`src/rtl/dts_pkg.sv`:
```
package dts_pkg;
    localparam int NUM_CH   = 4;
    localparam int CODE_W   = 4;
    localparam int NUM_EVT  = 10;
    localparam int EVT_BASE = 3;

    typedef enum logic [CODE_W-1:0] {
        SEL_SOFT     = 4'd0,
        SEL_PIN_FALL = 4'd1,
        SEL_PIN_RISE = 4'd2
    } sel_fixed_e;

    typedef struct packed {
        logic stage1;
        logic stage2;
        logic stage3;
    } sync_t;
endpackage

```
`src/rtl/dts_edge.sv`:
```
module dts_edge
    import dts_pkg::*;
(
    input  logic clk,
    input  logic rst_n,
    input  logic pin,
    output logic rise,
    output logic fall
);
    sync_t st_d, st_q;

    always_comb begin
        st_d        = st_q;
        st_d.stage1 = pin;
        st_d.stage2 = st_q.stage1;
        st_d.stage3 = st_q.stage2;
    end

    always_ff @(posedge clk or negedge rst_n) begin
        if (!rst_n) st_q <= '0;
        else        st_q <= st_d;
    end

    assign rise = st_q.stage2 & ~st_q.stage3;
    assign fall = ~st_q.stage2 & st_q.stage3;

    // a detected edge reflects the pin level sampled two edges back
    p_rise_origin_r4: assert property (@(posedge clk) disable iff (!rst_n)
        rise |-> $past(pin, 2));
    p_fall_origin_r4: assert property (@(posedge clk) disable iff (!rst_n)
        fall |-> !$past(pin, 2));
endmodule

```
`src/rtl/dts_chan.sv`:
```
module dts_chan
    import dts_pkg::*;
#(
    parameter int       NEVT    = NUM_EVT,
    parameter int       CW      = CODE_W,
    parameter bit       HAS_TXE = 1'b0
) (
    input  logic            clk,
    input  logic            rst_n,
    input  logic [CW-1:0]   code,
    input  logic            en,
    input  logic            sw,
    input  logic            rise,
    input  logic            fall,
    input  logic [NEVT-1:0] evt,
    input  logic            txe,
    input  logic            ack,
    output logic            req
);
    localparam int FIRST_EVT = EVT_BASE;
    localparam int LAST_EVT  = EVT_BASE + NEVT - 1;
    localparam int TXE_CODE  = LAST_EVT - 1;

    typedef struct packed {
        logic req;
    } chan_t;

    chan_t st_d, st_q;
    logic  hit;
    logic  txe_use;

    assign txe_use = txe & HAS_TXE;

    always_comb begin
        hit = 1'b0;
        if (code == SEL_SOFT)          hit = sw;
        else if (code == SEL_PIN_FALL) hit = fall;
        else if (code == SEL_PIN_RISE) hit = rise;
        else begin
            for (int i = 0; i < NEVT; i++) begin
                if (int'(code) == FIRST_EVT + i) hit = evt[i];
            end
            if (int'(code) == TXE_CODE) hit = hit | txe_use;
        end

        st_d = st_q;
        if (!en) st_d.req = 1'b0;
        else     st_d.req = (st_q.req & ~ack) | hit;
    end

    always_ff @(posedge clk or negedge rst_n) begin
        if (!rst_n) st_q <= '0;
        else        st_q <= st_d;
    end

    assign req = st_q.req;

    // an unacknowledged request on an enabled channel persists
    p_hold_until_ack_r8: assert property (@(posedge clk) disable iff (!rst_n)
        (req && !ack && en) |=> req);
    // a disabled channel holds no request in the following cycle
    p_disabled_quiet_r9: assert property (@(posedge clk) disable iff (!rst_n)
        !en |=> !req);
    // reserved codes never start a request
    p_reserved_silent_r7: assert property (@(posedge clk) disable iff (!rst_n)
        (int'(code) > LAST_EVT && !(req && !ack)) |=> !req);
endmodule

```
`src/rtl/dma_trig_sel.sv`:
```
module dma_trig_sel
    import dts_pkg::*;
#(
    parameter int NCH  = NUM_CH,
    parameter int CW   = CODE_W,
    parameter int NEVT = NUM_EVT
) (
    input  logic                 clk,
    input  logic                 rst_n,
    input  logic                 reg_wr_en,
    input  logic                 reg_addr,
    input  logic [2*CW-1:0]      reg_wdata,
    output logic [2*CW-1:0]      reg_rdata,
    input  logic [NCH-1:0]       ch_en,
    input  logic [NCH-1:0]       sw_trig,
    input  logic [NCH-1:0]       pin_in,
    input  logic [NCH*NEVT-1:0]  evt_in,
    input  logic                 txe_evt,
    input  logic [NCH-1:0]       dma_ack,
    output logic [NCH-1:0]       dma_req
);
    localparam int NPAIR = NCH / 2;

    logic [NCH-1:0][CW-1:0] sel_d, sel_q;

    always_comb begin
        sel_d = sel_q;
        if (reg_wr_en) begin
            sel_d[{reg_addr, 1'b0}] = reg_wdata[CW-1:0];
            sel_d[{reg_addr, 1'b1}] = reg_wdata[2*CW-1:CW];
        end
    end

    always_ff @(posedge clk or negedge rst_n) begin
        if (!rst_n) sel_q <= '0;
        else        sel_q <= sel_d;
    end

    assign reg_rdata = {sel_q[{reg_addr, 1'b1}], sel_q[{reg_addr, 1'b0}]};

    for (genvar c = 0; c < NCH; c++) begin : g_ch
        logic rise, fall;

        dts_edge i_edge (
            .clk  (clk),
            .rst_n(rst_n),
            .pin  (pin_in[c]),
            .rise (rise),
            .fall (fall)
        );

        dts_chan #(
            .NEVT   (NEVT),
            .CW     (CW),
            .HAS_TXE(c == 0)
        ) i_chan (
            .clk  (clk),
            .rst_n(rst_n),
            .code (sel_q[c]),
            .en   (ch_en[c]),
            .sw   (sw_trig[c]),
            .rise (rise),
            .fall (fall),
            .evt  (evt_in[c*NEVT +: NEVT]),
            .txe  (txe_evt),
            .ack  (dma_ack[c]),
            .req  (dma_req[c])
        );
    end

    // a write lands in both nibbles of the addressed pair
    p_write_lands_r2: assert property (@(posedge clk) disable iff (!rst_n)
        reg_wr_en |=> (sel_q[{$past(reg_addr), 1'b0}] == $past(reg_wdata[CW-1:0])) &&
                      (sel_q[{$past(reg_addr), 1'b1}] == $past(reg_wdata[2*CW-1:CW])));

    initial begin
        assert (NPAIR * 2 == NCH);
    end
endmodule

```
`config.mk`:
```
export PLATFORM = sky130hd
export DESIGN_NAME = dma_trig_sel
export DESIGN_NICKNAME = d
export VERILOG_FILES = /design/src/rtl/dts_pkg.sv /design/src/rtl/dts_edge.sv /design/src/rtl/dts_chan.sv /design/src/rtl/dma_trig_sel.sv
export SDC_FILE = /design/constraint.sdc
export NUM_CORES = 1
export LEC_CHECK = 0
export BUFFER_PORTS_ARGS = -buffer_cell sky130_fd_sc_hd__buf_2
export CORE_AREA = 4 4 89 100
export DETAILED_ROUTE_END_ITERATION = 7
export DIE_AREA = 0 0 93 104
export GPL_ROUTABILITY_DRIVEN = 1
export SLEW_MARGIN = 30
export SYNTH_ARGS = -nofsm -noshare
export SYNTH_HDL_FRONTEND = slang
export SYNTH_SLANG_ARGS = --single-unit
```
`constraint.sdc`:
```
create_clock -name clk -period 3.4 [get_ports clk]
set_clock_uncertainty 0.1 [all_clocks]
set_input_delay 0.17 -clock clk [delete_from_list [all_inputs] [get_ports clk]]
set_output_delay 0.17 -clock clk [all_outputs]
set_load 0.02 [all_outputs]
```
==> key figures <==
Place
  – Pre-CTS setup slack: 1.71 ns
  – Detailed Place HPWL: 3890 um
  – Routability congestion estimate: 0.748
  – Port Buf Inserts: 80
  – DP Area: 2380 sq um

Layout
  – Post-route design area: 2500 sq um
  – Area of the multi-input gates: 1020 sq um
  – Layout cells sized above 1: 42.2%
  – Register area: 801 sq um
  – Nets: 334
  – Fin util: 31.9%
  – Diodes inserted: 0
  – FILL cells: 854
  – Syn-to-layout area delta: 28.7%

Timing
  – Worst-margin pin slew: 0.815 ns
  – Unrepaired setup endpoints after global routing: false
  – Fin crit period: 1.70 ns
  – Max Freq: 589 MHz
  – Worst setup margin: 1.70 ns
  – Setup TNS: 0 ns
  – Final worst path period share: 49.9%
  – Final hold vios: 0
  – Final setup viols: 0
  – Slew HR: 45.6%
  – Max Slew Vio Count: 0

Logic synthesis
  – Largest family of logic cells by synthesized area: simple AND/OR/NAND/NOR gates
  – Yosys cell types: 40
  – Synth area leader: dfrtp_1
  – Main synth FF type: dfrtp_1
  – Synth warn: 0
  – Synth Area per Inst: 10.3 sq um
  – Simple-gate share of the synthesized area: 19.0%
  – Compound-Gate Fraction of Synth Area: 16.1%
  – Adder-Cell Fraction of Synth Area: 0%
  – Ys async rst share: 100%
  – Post-Synth XOR/XNOR Area: 0%
  – Share of Yosys cell area claimed by the top area cell type: 41.3%
  – Cells after synthesis: 189
  – Yosys reg bits: 32
  – Synthesized Nets: 258
  – Synth top area cells: dfrtp_1, mux2_2, nand2b_1
  – Multiplexer area fraction after synthesis: 17.4%
  – Cell area after synthesis: 1940 sq um
  – Number of flops mapped to enable cells by yosys: 0
  – Register area share after synthesis: 41.3%

GRT
  – First-pass GRT wire length: 8450 um
  – Vias in the first global route: 1872
  – GRT overflow: 0
  – Initial antenna violation count: 0
  – Pin count of the biggest net entering global routing: 33
  – Aggregate global-route resource usage: 10.6%

Setup path
  – Worst-path cell chain: mux2_2, o221ai_1, nor2b_1, o311a_1
  – Top delay family on crit path: flip-flops
  – WP buf/inv: 0
  – Max incr delay on CP: 0.53 ns
  – CP Data Arrival Time: 1.75 ns
  – CP max FO: 11
  – Startpoint types: register
  – Highest-delay cell along the critical path: dfrtp_1
  – Crit path required time: 3.45 ns
  – Crit end category: register
  – Crit Path Class: register to register

Pwr
  – Share of total power in combinational logic: 28.6%
  – Pwr/cell area: 422 nW/um^2
  – P_sw: 0.000336 W
  – Max rail drop VDD: 0.195 mV
  – Clk pwr share: 23.6%
  – Switching fraction of total power: 31.8%
  – Power Internal: 0.000719 W
  – Sequential Power Share: 47.8%
  – P_leak: 1.15 nW

Die
  – Die area: 9670 sq um
  – Cell Rows: 34
  – Die width: 93 um
  – Die Ht: 104 um
  – Core area: 7830 sq um
  – Initial Util: 24.8%
  – Ports: 81

Routing
  – Post-route DRC: 0
  – First-pass iteration count of the detailed router: 5
  – Wire length per cell: 13.5 um
  – Total wire length: 5010 um
  – Violation count after the first detailed-route iteration: 23
  – Via density per instance: 4.60
  – Final ANT Viol Nets: 0
  – Via count: 1706

Clock network
  – Total CTS buffers: 5
  – Clk buf depth: 2
  – Cts repair resizes: 0
  – Post-CTS Hold Buffers: 5
  – Worst-Skew Late Latency: 0.27 ns
  – Clk sinks: 32
  – Clock input transition at the sequential cells of the worst setup and hold paths: 0.06 ns
  – TritonCTS clock tree: built
  – Setup Buffers After CTS: 0
  – CTS Root Cell: clkbuf_8
  – H-tree depth: 2

Status
  – Outcome: completed

Job
  – Max-capacitance violation count: 0

Min path
  – Worst min-delay path class: input port to register
-- cell usage after synthesis, types with 2 or more instances --
master / n
dfrtp_1: 32
mux2_2: 22
nand2b_1: 15
nand2_1: 14
o21ai_0: 10
buf_2: 9
mux2i_1: 9
nor2b_1: 9
a211oi_1: 7
inv_1: 6
nor2_1: 6
buf_4: 5
a21oi_1: 4
and4b_1: 4
o211ai_1: 3
o221ai_1: 3
a211oi_2: 2
and3b_1: 2
nor3_1: 2
o2111ai_1: 2
o22ai_1: 2
o311a_1: 2
o41ai_1: 2
-- cells by family after synthesis --
family,Yosys count
DFF,32
muxes,31
and+or+nand+nor,61
AOI/OAI and AO/OA,43
buffers and inverters,22
-- power groups by stage --
stage	clock [W]	sequential, W	combinational, W
floorplan	0	0.000459	0.000264
global placement	0	0.000510	0.000297
detailed placement	0	0.000513	0.000300
CTS	0.000265	0.000506	0.000306
global route	0.000284	0.000517	0.000337
finish	0.000248	0.000504	0.000301
-- final timing paths --
path | start | end | slack, ns | depth (start not counted)
max | sel_q[3] | g_ch[0].i_chan.req | 1.70 | 4
min | ch_en[0] | g_ch[0].i_chan.req | 0.04 | 2
max reg2reg | sel_q[3] | g_ch[0].i_chan.req | 1.70 | 4
min reg2reg | g_ch[2].i_edge.st_d[1] | g_ch[2].i_edge.st_d[0] | 0.25 | 0
max in group asynchronous | rst_n | sel_q[2] | 2.34 | 2
min in group asynchronous | rst_n | g_ch[1].i_chan.req | 0.39 | 2
-- sequential cells by signal (all words and copies together), names as in the netlist --
signal / flops
sel_q: 16
g_ch.i_edge.st_d: 8
g_ch.i_chan.req: 4
g_ch.i_edge.st_q: 4
-- through the flow --
stage / hold slack, ns / total power [W] / std cells
after global placement: 0.179 / 0.000807 / 361
after floorplan: -0.226 / 0.000723 / 189
after detailed placement: 0.180 / 0.000813 / 361
final: 0.0371 / 0.00105 / 371
after CTS: 0.0237 / 0.00108 / 371
after global routing: 0.0295 / 0.00114 / 371
-- layout make-up --
cell class / instances / area share (%)
multi-input combinational: 135 / 40.8
sequential: 32 / 32.1
timing repair buffer: 85 / 18.0
tap: 108 / 5.41
clock buffer: 5 / 2.76
inverter: 6 / 0.902
-- metal layers --
layer | track usage, % | wire length (um) | vias up
li1 | - | - | 839
met1 | 12.5 | 2130 | 794
met2 | 18.2 | 2370 | 67
met3 | 3.62 | 463 | 6
met4 | 2.93 | 42 | 0
met5 | 0 | 0 | -
-- cells in the final DEF (no fill, tap or decap), drive strengths merged --
cell	Yosys	final
a21boi	1	1
o211ai	3	3
and3b	2	2
o311a	2	2
o22ai	2	2
dlygate4sd3	0	5
o2111ai	2	2
a211oi	9	9
nand4b	1	1
a22oi	1	1
inv	6	6
and3	1	1
a21oi	4	4
nor3b	1	1
nand4	1	1
a22o	1	1
nand2	14	14
mux2i	9	9
nand2b	15	15
clkbuf	1	5
a41oi	1	1
buf	15	80
nor2b	9	9
mux2	22	22
o2111a	1	1
nor2	6	6
o21ai	11	11
nor4bb	1	1
o221ai	3	3
o41ai	2	2
or3b	1	1
or2	2	2
nor4b	1	1
nor3	2	2
and4b	4	4
dfrtp	32	32
Note: power is estimated with default switching activity, not from simulation.
